**src/rtl/spi_seg_pkg.sv**
```systemverilog
`timescale 1ns/1ps
package spi_seg_pkg;
  typedef enum logic [2:0] {
    ST_IDLE,
    ST_LEAD,
    ST_ADDR,
    ST_MID,
    ST_DATA,
    ST_TAIL
  } seg_state_e;
endpackage

```
**src/rtl/spi_seg_sclk.sv**
```systemverilog
`timescale 1ns/1ps
// Serial clock generator: high half-period then low half-period per bit.
module spi_seg_sclk #(
  parameter int HALF = 2
) (
  input  logic clk,
  input  logic rst_n,
  input  logic go,        // start a burst: next cycle sclk is high
  input  logic active,    // a burst is running
  input  logic more,      // further bits remain in the burst
  output logic sclk,
  output logic fall_now,  // this edge ends a high half-period
  output logic low_end    // this edge ends a low half-period
);
  localparam int PW = (HALF > 1) ? $clog2(HALF) : 1;

  logic [PW-1:0] ph;
  logic          sclk_q;
  logic          ph_last;

  assign ph_last  = (ph == PW'(HALF - 1));
  assign fall_now = active && sclk_q && ph_last;
  assign low_end  = active && !sclk_q && ph_last;
  assign sclk     = sclk_q;

  always_ff @(posedge clk) begin
    if (!rst_n) begin
      sclk_q <= 1'b0;
      ph     <= '0;
    end else if (go) begin
      sclk_q <= 1'b1;
      ph     <= '0;
    end else if (active) begin
      if (ph_last) begin
        ph     <= '0;
        sclk_q <= sclk_q ? 1'b0 : more;
      end else begin
        ph <= ph + 1'b1;
      end
    end else begin
      sclk_q <= 1'b0;
      ph     <= '0;
    end
  end
endmodule

```
**src/rtl/spi_seg_shift.sv**
```systemverilog
`timescale 1ns/1ps
// MSB-first shift register; zero fill so MOSI returns low after the last bit.
module spi_seg_shift #(
  parameter int W = 32
) (
  input  logic         clk,
  input  logic         rst_n,
  input  logic         load,
  input  logic [W-1:0] word,
  input  logic         shift,
  output logic         mosi
);
  logic [W-1:0] sr;

  always_ff @(posedge clk) begin
    if (!rst_n)     sr <= '0;
    else if (load)  sr <= word;
    else if (shift) sr <= {sr[W-2:0], 1'b0};
  end

  assign mosi = sr[W-1];
endmodule

```
**src/rtl/spi_seg_seq.sv**
```systemverilog
`timescale 1ns/1ps
// Frame sequencer: quiet intervals, burst bit counting, chip select, done.
module spi_seg_seq
  import spi_seg_pkg::*;
#(
  parameter int ADDR_W   = 16,
  parameter int DATA_W   = 16,
  parameter int LEAD_GAP = 3,
  parameter int MID_GAP  = 5,
  parameter int TAIL_GAP = 2
) (
  input  logic       clk,
  input  logic       rst_n,
  input  logic       accept,
  input  logic       fall_now,
  input  logic       low_end,
  output seg_state_e state,
  output logic       go,
  output logic       active,
  output logic       more,
  output logic       cs_n,
  output logic       done
);
  localparam int GMAX0 = (LEAD_GAP > MID_GAP) ? LEAD_GAP : MID_GAP;
  localparam int GMAX  = (GMAX0 > TAIL_GAP) ? GMAX0 : TAIL_GAP;
  localparam int GW    = $clog2(GMAX + 1);
  localparam int BMAX  = (ADDR_W > DATA_W) ? ADDR_W : DATA_W;
  localparam int BW    = $clog2(BMAX + 1);

  logic [GW-1:0] gap_cnt;
  logic [GW-1:0] gap_limit;
  logic          gap_last;
  logic [BW-1:0] bit_cnt;
  logic [BW-1:0] bit_limit;

  always_comb begin
    case (state)
      ST_LEAD: gap_limit = GW'(LEAD_GAP - 1);
      ST_MID:  gap_limit = GW'(MID_GAP - 1);
      default: gap_limit = GW'(TAIL_GAP - 1);
    endcase
  end

  assign gap_last  = (gap_cnt == gap_limit);
  assign go        = ((state == ST_LEAD) || (state == ST_MID)) && gap_last;
  assign active    = (state == ST_ADDR) || (state == ST_DATA);
  assign bit_limit = (state == ST_ADDR) ? BW'(ADDR_W) : BW'(DATA_W);
  assign more      = (bit_cnt != bit_limit);

  always_ff @(posedge clk) begin
    if (!rst_n) begin
      state   <= ST_IDLE;
      gap_cnt <= '0;
      bit_cnt <= '0;
      cs_n    <= 1'b1;
      done    <= 1'b0;
    end else begin
      done <= 1'b0;
      case (state)
        ST_IDLE: if (accept) begin
          state   <= ST_LEAD;
          cs_n    <= 1'b0;
          gap_cnt <= '0;
        end
        ST_LEAD, ST_MID: if (gap_last) begin
          state   <= (state == ST_LEAD) ? ST_ADDR : ST_DATA;
          bit_cnt <= '0;
          gap_cnt <= '0;
        end else begin
          gap_cnt <= gap_cnt + 1'b1;
        end
        ST_ADDR, ST_DATA: begin
          if (fall_now) bit_cnt <= bit_cnt + 1'b1;
          if (low_end && !more) begin
            state   <= (state == ST_ADDR) ? ST_MID : ST_TAIL;
            gap_cnt <= '0;
          end
        end
        ST_TAIL: if (gap_last) begin
          state   <= ST_IDLE;
          cs_n    <= 1'b1;
          done    <= 1'b1;
          gap_cnt <= '0;
        end else begin
          gap_cnt <= gap_cnt + 1'b1;
        end
        default: state <= ST_IDLE;
      endcase
    end
  end
endmodule

```
**src/rtl/spi_seg_writer.sv**
```systemverilog
`timescale 1ns/1ps
// Top: one register write per chip-select frame, split into two bursts.
module spi_seg_writer
  import spi_seg_pkg::*;
#(
  parameter int ADDR_W   = 16,
  parameter int DATA_W   = 16,
  parameter int CLK_DIV  = 4,   // even, >= 2
  parameter int LEAD_GAP = 3,   // >= 1
  parameter int MID_GAP  = 5,   // >= 1
  parameter int TAIL_GAP = 2    // >= 1
) (
  input  logic                     clk,
  input  logic                     rst_n,
  input  logic                     in_valid,
  output logic                     in_ready,
  input  logic [ADDR_W+DATA_W-1:0] in_word,
  output logic                     sclk,
  output logic                     mosi,
  output logic                     cs_n,
  output logic                     busy,
  output logic                     done
);
  localparam int HALF   = CLK_DIV / 2;
  localparam int WORD_W = ADDR_W + DATA_W;

  seg_state_e state;
  logic       accept;
  logic       go;
  logic       active;
  logic       more;
  logic       fall_now;
  logic       low_end;

  assign busy     = (state != ST_IDLE);
  assign in_ready = !busy;
  assign accept   = in_valid && in_ready;

  spi_seg_seq #(
    .ADDR_W(ADDR_W), .DATA_W(DATA_W),
    .LEAD_GAP(LEAD_GAP), .MID_GAP(MID_GAP), .TAIL_GAP(TAIL_GAP)
  ) u_seq (
    .clk(clk), .rst_n(rst_n), .accept(accept),
    .fall_now(fall_now), .low_end(low_end),
    .state(state), .go(go), .active(active), .more(more),
    .cs_n(cs_n), .done(done)
  );

  spi_seg_sclk #(.HALF(HALF)) u_sclk (
    .clk(clk), .rst_n(rst_n), .go(go), .active(active), .more(more),
    .sclk(sclk), .fall_now(fall_now), .low_end(low_end)
  );

  spi_seg_shift #(.W(WORD_W)) u_shift (
    .clk(clk), .rst_n(rst_n), .load(accept), .word(in_word),
    .shift(fall_now), .mosi(mosi)
  );
endmodule

```
**config.mk**
```make
export PLATFORM = sky130hd
export DESIGN_NAME = spi_seg_writer
export DESIGN_NICKNAME = d
export VERILOG_FILES = /design/src/rtl/spi_seg_pkg.sv /design/src/rtl/spi_seg_sclk.sv /design/src/rtl/spi_seg_shift.sv /design/src/rtl/spi_seg_seq.sv /design/src/rtl/spi_seg_writer.sv
export SDC_FILE = /design/constraint.sdc
export NUM_CORES = 1
export LEC_CHECK = 0
export BUFFER_PORTS_ARGS = -buffer_cell sky130_fd_sc_hd__buf_2
export CORE_UTILIZATION = 30
export DETAILED_ROUTE_END_ITERATION = 6
export PLACE_DENSITY = 0.53
export REMOVE_ABC_BUFFERS = 1
export SYNTH_ARGS = -nofsm -noshare
export SYNTH_HDL_FRONTEND = slang
export SYNTH_SLANG_ARGS = --single-unit
```
**constraint.sdc**
```tcl
create_clock -name clk -period 2.8 [get_ports clk]
set_input_delay 0.42 -clock clk [delete_from_list [all_inputs] [get_ports clk]]
set_output_delay 0.42 -clock clk [all_outputs]
set_load 0.05 [all_outputs]
```
Yosys cells after proc, flatten, opt, wreduce, memory -nomap -nowiden:

Index checks and enable logic that the tools add are counted.

* add/sub/neg operators: 3
* eq/ne operators: 13
* mux-type cells: 25
* bitwise logic cells: 2
* reduce and logical (&&, ||, !) cells: 27

Operator list (number)
* $mux W32: 2
* $mux W3: 9
* $pmux W3 S4: 1
* $mux W5: 2
* $pmux W5 S2: 1
* $pmux W3 S3: 1
* $reduce_and A3 Y1: 3
* $logic_and A1 B1 Y1: 7
* $mux W1: 7
* $eq A3 B2 Y1 const B: 2
* $eq A3 B3 Y1 const B: 2
* $ne A2 B1 Y1 const B: 3
* $pmux W3 S2: 1
* $reduce_bool A2 Y1: 3
* $reduce_bool A3 Y1: 2
* $add A5 B1 Y5 const B: 1
* $ne A5 B5 Y1 const B: 1
* $ne A2 B2 Y1 const B: 2
* $reduce_and A4 Y1: 1
* $reduce_or A2 Y1: 2
* $reduce_or A4 Y1: 1
* $add A3 B1 Y3 const B: 1
* $eq A3 B1 Y1 const B: 1
* $eq A3 B3 Y1: 1
* other kinds (9): 13

* flip-flop bits (word level): 47
* bits of input ports: 35
* output and inout port bits: 6
* logic and storage cells: 78

Depth between registers and ports, before layout:

Gate-level depths: netlist (run 1).

* word-level depth: 7
* mapped depth: 6
* depth with buffers taken out: 6

By module:

A second synthesis (run 1) with hierarchy kept.

* cell total of the unflattened synthesis: 230
* area, all modules: 2586.2 um^2

Modules (own cells, without submodules)
* spi_seg_shift: times used 1, cells each 141, area each 1724.2 um^2, sequential area each 640.6 um^2
* spi_seg_seq: times used 1, cells each 75, area each 745.7 um^2, sequential area each 260.2 um^2
* spi_seg_sclk: times used 1, cells each 11, area each 96.3 um^2, sequential area each 40.0 um^2
* spi_seg_writer: times used 1, cells each 3, area each 20.0 um^2, sequential area each 0.0 um^2

Least setup slack after synthesis (run 1):

Ideal clock, no wire load.

* path kind: register -> output
* from: register u_seq.state[0]
* to: output port busy
* arrival: 1.691 ns
* required time: 2.380 ns
* setup slack: 0.689 ns
* stages on the path, launching flop included: 4
* buffers on the path: 1
* path through: dfxtp_1 -> clkbuf_1 -> nor3_2 -> inv_1

* longest elaborated chain between the ends: 1

RTL lines
* start: declaration: line spi_seg_seq.sv:17 `output seg_state_e state,`
* start signal: assignment: line spi_seg_seq.sv:66 `state <= (state == ST_LEAD) ? ST_ADDR : ST_DATA;`
* start signal: assignment: line spi_seg_seq.sv:75 `state <= (state == ST_ADDR) ? ST_MID : ST_TAIL;`
* $reduce_bool A3 Y1: line spi_seg_writer.sv:35 `assign busy = (state != ST_IDLE);`
* end: declaration: line spi_seg_writer.sv:21 `output logic busy,`

No other way between the ends.

Final worst setup path (run 1):

* from: register u_seq.state[2]
* to: register u_seq.bit_cnt[3]

* longest elaborated chain between the ends: 6
* elaborated cells between the ends (all ways): 16
* classes of those cells: eq/ne (7); mux (2); reduce/logical (7)

RTL lines
* parallel branches: the longest is 6 deep, another holds $eq A3 B2 Y1
* end signal: assignment: line spi_seg_seq.sv:73 `if (fall_now) bit_cnt <= bit_cnt + 1'b1;`
* end: declaration: line spi_seg_seq.sv:33 `logic [BW-1:0] bit_cnt;`

Several ways; the timed one is not identified.
A chain may end at the register's enable or synchronous reset.

==> results of run 1 <==
[logic make-up (layout without fill, tap and decap cells)]
group,after synthesis,in the layout,share of synthesized area
compound gates,92,92,0.237
fa+ha+maj,3,3,0.0169
buf+inv,26,57,0.0513
flops,47,47,0.424
mux,32,32,0.145
simple gates,45,45,0.126
[power by group]
group / internal (mW) / total, mW / switching [mW]
Clock: 0.356 / 0.590 / 0.234
Combinational: 0.0943 / 0.245 / 0.150
Sequential: 0.735 / 0.783 / 0.0479
Total: 1.19 / 1.62 / 0.432
[stage by stage]
step                area [um^2]   util  total power [mW]
floorplan                  2130      -             0.958
global placement           2500  0.346              1.04
detailed placement         2500  0.346              1.04
CTS                        2640  0.365              1.64
global route               2640  0.365              1.71
finish                     2640  0.365              1.62
[cells in the mapped netlist]
cell type  number
clkbuf_1       13
nand2_1         9
nand3b_1        6
nor2_1          2
inv_1           6
nor4_1          1
a311oi_1        2
nor3_2          1
or3b_2          1
o41ai_1         1
o21ai_0        34
a21o_1          2
nand4_1         1
a22o_1          1
o221ai_1        1
a211o_1         1
nand4bb_1       2
nor3_1          2
o311ai_0        1
buf_2           4
mux2i_1        31
nand2b_1        7
dfxtp_1        47
nand4b_1        1
a31oi_1         2
nor2b_1         3
a41oi_1         2
a211oi_2        2
a211oi_1        1
mux2_2          1
buf_4           3
a21oi_1        39
or4b_1          1
ha_1            3
o211ai_1        2
nor3b_1         2
or3_1           3
o21a_1          1
nand3_1         3
[worst reg2reg max path: cells and delay by family (launching register included)]
kind	cells	cell delay [ns]
flops	1	0.58
simple gates	1	0.27
compound gates	3	0.78
buf+inv	1	0.29
[area by class of cell]
class                   count  area [um^2]  area share
multi-input cells         172         1180       0.446
inverters                   6         22.5     0.00855
repair buffers             43          235      0.0893
clock buffers               5         68.8      0.0261
clock inverters             3         67.6      0.0256
well taps                  99          124      0.0470
flip-flops and latches     47          941       0.357
[flip-flops by register name (all words and copies together) (netlist names)]
name / flops
u_seq.done: 1
u_seq.gap_cnt: 3
u_shift.sr: 32
u_sclk.ph: 1
u_seq.cs_n: 1
u_seq.bit_cnt: 5
u_sclk.sclk: 1
u_seq.state: 3
[worst paths after layout]
| path | startpoint | to | slack [ns] | depth (start not counted) |
|---|---|---|---|---|
| min | rst_n | u_seq.cs_n$_SDFFE_PN1P_ | 0.39 | 2 |
| min reg2reg | u_shift.sr[0]$_SDFFE_PN0P_ | u_shift.sr[0]$_SDFFE_PN0P_ | 0.50 | 2 |
| max reg2reg | u_seq.state[2]$_SDFFE_PN0P_ | u_seq.bit_cnt[3]$_SDFFE_PN0P_ | 0.80 | 5 |
| max | u_seq.state[2]$_SDFFE_PN0P_ | u_seq.bit_cnt[3]$_SDFFE_PN0P_ | 0.80 | 5 |
[routing by layer]
layer	track usage	vias to the layer above
met5	0	-
met4	0.0396	0
met3	0.0320	5
met2	0.201	36
met1	0.167	801
li1	-	962
==> impl_metrics.toml, run 1 <==
[run_status]
run_status = "complete, no violations"

[synthesis]
syn_area_per_cell_um2 = 9.06
syn_inst = 245
synth_seq_area_share = 0.424
synth.area.top_cells = "dfxtp_1 42%, mux2i_1 14%, a21oi_1 8.8%, o21ai_0 7.7%, clkbuf_1 2.2%"
synth-seq-cells = 47
ys_types = 39
yosys_warnings = 0
yosysTopAreaCell = "dfxtp_1"
yosysTopAreaCellShare = 0.424
syn-cell-area_um2 = 2220

[placement]
gp_congestion = 0.769
io_buffer_count = 40
dp_cells = 367
hpwl_um = 3020
place_ws_ns = 0.914

[final_layout]
final.fill_count = 794
final_common_cell = "dfxtp_1"
num_antenna_cells = 0
drive_gt1_frac = 0.207
final_cells = 375
area_growth_pct = 18.6
nNetsFinal = 313
mostFrequentLayoutCells = "47 x dfxtp_1, 40 x buf_2, 39 x a21oi_1, 34 x o21ai_0, 31 x mux2i_1"

[worst_hold_path]
hp-class = "input port to register"

[drt]
vias = 1804
met1_length_um = 2330
highest_layer = "met4"
drc = 0
route.met3.wl_um = 166
drt_first_pass_iters = 4
wl_um = 4610
wl_met2_um = 2060
wl_per_cell_um = 12.3
dr.first_iter.drc_count = 61
vias_per_cell = 4.81
antenna_left = 0

[grt]
grt_pass1_vias = 1630
antenna_found_initial = 0
grt_pass1_wl_um = 7690
grt_max_degree = 61
grt_usage = 0.126
overflow = 0

[floorplan]
core_area_um2 = 7210
floorplan.initialDensity = 0.308
dieWidth_um = 88.0
rows = 31
die_y_um = 88.0
die_area_um2 = 7750
io_pins = 41

[clocking]
clkTransAtPathRegs_ns = 0.09
cts_buffers = 5
post-cts-setup-buffers = 0
cts_tree = "yes"
h-tree-depth = 2
clockBufferDepth = 2
worstSkewPairLatency_ns = 0.30
cts_root_buf = "clkbuf_8"
postCtsResizedCells = 0
cts_sinks = 47
hold_buffers = 0

[timing]
finalCritPeriodShare = 0.716
whs_ns = 0.389
report.final.slew_viol_count = 0
max_clock_freq_ghz = 0.499
layout_min_cycle_time_ns = 2.00
worst_pin_slew_ns = 0.523
setup_viol = 0
setup_ws_ns = 0.796
setup_tns_ns = 0
rsz0062_at_grt = "false"
max_slew_margin = 0.651
skew_ns = 0.00549
hold_viol = 0

[power]
ir_worst_vdd_mv = 0.258
p_leak_nw = 0.910
power-per-cell-area_nw_per_um2 = 614

[worst_setup_path]
crit_slowest_cell = "dfxtp_1"
critPathTopFamily = "compound AO/OA/AOI/OAI gates"
crit_path_start_kind = "register"
cp_slowest_stage_delay_ns = 0.58
end_kind = "register"
crit_type = "register to register"
crit_arrival_ns = 2.21
crit_chain = "nand2b_1, a211oi_4, buf_12, a41oi_1, a311oi_1"
path_buf_inv = 1
worstPathMaxFanout = 41
crit_required_ns = 3.00

[run]
max_cap_violations = 0
Note: power is estimated with default switching activity, not from simulation.
==> run 2, diff against run 1 <==
--- a/config.mk
+++ b/config.mk
@@ -8,7 +8,7 @@
 export BUFFER_PORTS_ARGS = -buffer_cell sky130_fd_sc_hd__buf_2
 export CORE_UTILIZATION = 30
 export DETAILED_ROUTE_END_ITERATION = 6
-export PLACE_DENSITY = 0.53
+export PLACE_DENSITY = 0.55
 export REMOVE_ABC_BUFFERS = 1
 export SYNTH_ARGS = -nofsm -noshare
 export SYNTH_HDL_FRONTEND = slang
==> constraint.sdc (replaced) <==
create_clock -name clk -period 1.81 [get_ports clk]
set_input_delay 0.2715 -clock clk [delete_from_list [all_inputs] [get_ports clk]]
set_output_delay 0.2715 -clock clk [all_outputs]
set_load 0.05 [all_outputs]
==> run 2 against run 1 <==
  * Design area increased by 1.2%
  * Total power grew 37%
  * Die area stayed put
  * Register-to-register slack worse by 0.67 ns
  * Non-clock buffer count up 9
  * Clock power grew 3.9%
  * Clock skew grew 0.0027 ns
  * Cell count rose by 2.4%
  * Critical path type is now register to primary output
  * Sequential power rose by 55%
  * Combinational power rose by 65%
  * Wire length shrank 3.9%
  * Sequential share of layout area down 0.42 points
==> impl_metrics.toml, run 2 (synthesized netlist as in run 1, its figures left out) <==
[floorplan]
dieWidth_um = 88.0
die_y_um = 88.0
core_area_um2 = 7210
io_pins = 41
die_area_um2 = 7750
rows = 31
floorplan.initialDensity = 0.308

[final_layout]
nNetsFinal = 322
final.fill_count = 799
num_antenna_cells = 0
drive_gt1_frac = 0.228
top_register = "u_shift.sr"
final_common_cell = "dfxtp_1"
seqCellArea_um2 = 941
area_growth_pct = 20.1
multi_input_area_um2 = 1180
largest_register_ffs = 32
top_regs = "u_shift.sr (32), u_seq.bit_cnt (5)"
mostFrequentLayoutCells = "47 x dfxtp_1, 39 x a21oi_1, 39 x buf_2, 34 x o21ai_0, 31 x mux2i_1"

[power]
ir_worst_vdd_mv = 0.446
p_sw_frac = 0.292
internal_power_mw = 1.57
power-per-cell-area_nw_per_um2 = 834
switchingPower_mw = 0.648
p_clk_frac = 0.276
pwr-share-comb = 0.182
p_leak_nw = 0.939
power_frac_seq = 0.543

[grt]
grt_usage = 0.122
grt_max_degree = 65
overflow = 0
antenna_found_initial = 0
grt_pass1_wl_um = 7490
grt_pass1_vias = 1580

[drt]
wl_per_cell_um = 11.5
vias_per_cell = 4.79
dr.first_iter.drc_count = 140
antenna_left = 0
drt_first_pass_iters = 4
drc = 0
wl_um = 4430
vias = 1838

[placement]
gp_congestion = 0.769
place_ws_ns = 0.173
io_buffer_count = 40
hpwl_um = 3050

[worst_setup_path]
endpoint = "in_ready"
crit_arrival_ns = 1.43
regToRegEndpoint = "u_shift.sr[29]$_SDFFE_PN0P_"
crit_chain = "buf_4, nor3_2, clkbuf_4"
cp-startpoint = "u_seq.state[1]$_SDFFE_PN0P_"
worstPathMaxFanout = 9
crit_required_ns = 1.54
reg2reg_depth = 5
crit_type = "register to primary output"
critPathTopFamily = "buffers and inverters"
path_buf_inv = 2
path_depth = 3
crit_path_start_kind = "register"
r2r_start = "u_seq.state[1]$_SDFFE_PN0P_"
end_kind = "primary output"
rrSetupSlack_ns = 0.13
crit_slowest_cell = "dfxtp_1"
cp_slowest_stage_delay_ns = 0.39

[run]
max_cap_violations = 0

[timing]
setup_tns_ns = 0
setup_viol = 0
max_slew_margin = 0.752
max_clock_freq_ghz = 0.586
hold_viol = 0
finalCritPeriodShare = 0.943
worst_pin_slew_ns = 0.371
layout_min_cycle_time_ns = 1.71
rsz0062_at_grt = "false"
setup_ws_ns = 0.104
report.final.slew_viol_count = 0
skew_ns = 0.00823

[clocking]
clockBufferDepth = 2
h-tree-depth = 2
post-cts-setup-buffers = 0
cts_buffers = 5
cts_tree = "yes"
worstSkewPairLatency_ns = 0.29
cts_root_buf = "clkbuf_8"
cts_sinks = 47
hold_buffers = 0
clkTransAtPathRegs_ns = 0.09
postCtsResizedCells = 0

[worst_hold_path]
hold_start = "in_word[18]"
hp-class = "input port to register"

[run_status]
run_status = "complete, no violations"
## run 2: final cells by class
type | instances | share of cell area
Inverter | 6 | 0.00845
Sequential cell | 47 | 0.353
Clock inverter | 2 | 0.00469
Clock buffer | 6 | 0.0272
Tap cell | 99 | 0.0465
Timing Repair Buffer | 52 | 0.119
Multi-Input combinational cell | 172 | 0.441
## run 2: power groups by stage
stage / registers (mW) / logic [mW] / clock network, mW
6_report: 1.21 / 0.404 / 0.613
5_1_grt: 1.22 / 0.456 / 0.681
4_1_cts: 1.21 / 0.406 / 0.642
3_5_place_dp: 1.23 / 0.405 / 0
3_3_place_gp: 1.23 / 0.403 / 0
2_1_floorplan: 1.23 / 0.249 / 0
## run 2: how the worst min path moves through the flow
stage | end | slack (ns) | cells after the start
after detailed placement | u_seq.bit_cnt[4]$_SDFFE_PN0P_ | 0.48 | 1
after global routing | u_shift.sr[29]$_SDFFE_PN0P_ | 0.26 | 3
after global placement | u_seq.bit_cnt[4]$_SDFFE_PN0P_ | 0.47 | 1
after floorplan | u_seq.cs_n$_SDFFE_PN1P_ | 0.36 | 1
after CTS | u_shift.sr[17]$_SDFFE_PN0P_ | 0.24 | 3
final | u_shift.sr[18]$_SDFFE_PN0P_ | 0.25 | 3
## run 2: per-layer routing
metal,wire (um),part of all wire,up-vias,GRT usage
li1,-,-,975,-
met1,2250,0.51,824,0.173
met2,1990,0.45,33,0.182
met3,133,0.030,6,0.0283
met4,53,0.012,0,0.0367
met5,0,0,-,0
## run 2: stage by stage
stage | power [mW] | util | instances | instance area [um^2] | hold WS (ns)
finish | 2.22 | 0.370 | 384 | 2670 | 0.250
global route | 2.36 | 0.370 | 384 | 2670 | 0.261
CTS | 2.25 | 0.369 | 384 | 2660 | 0.242
detailed placement | 1.64 | 0.357 | 376 | 2580 | 0.477
global placement | 1.63 | 0.357 | 376 | 2580 | 0.473
floorplan | 1.48 | - | 225 | 2130 | 0.363
## run 2: worst reg2reg max path, delay by kind of cell, from the launching register on
| kind | cells | cell delay [ns] |
|---|---|---|
| compound gates | 2 | 0.40 |
| flops | 1 | 0.47 |
| simple gates | 1 | 0.16 |
| mux | 1 | 0.24 |
| buf+inv | 1 | 0.28 |
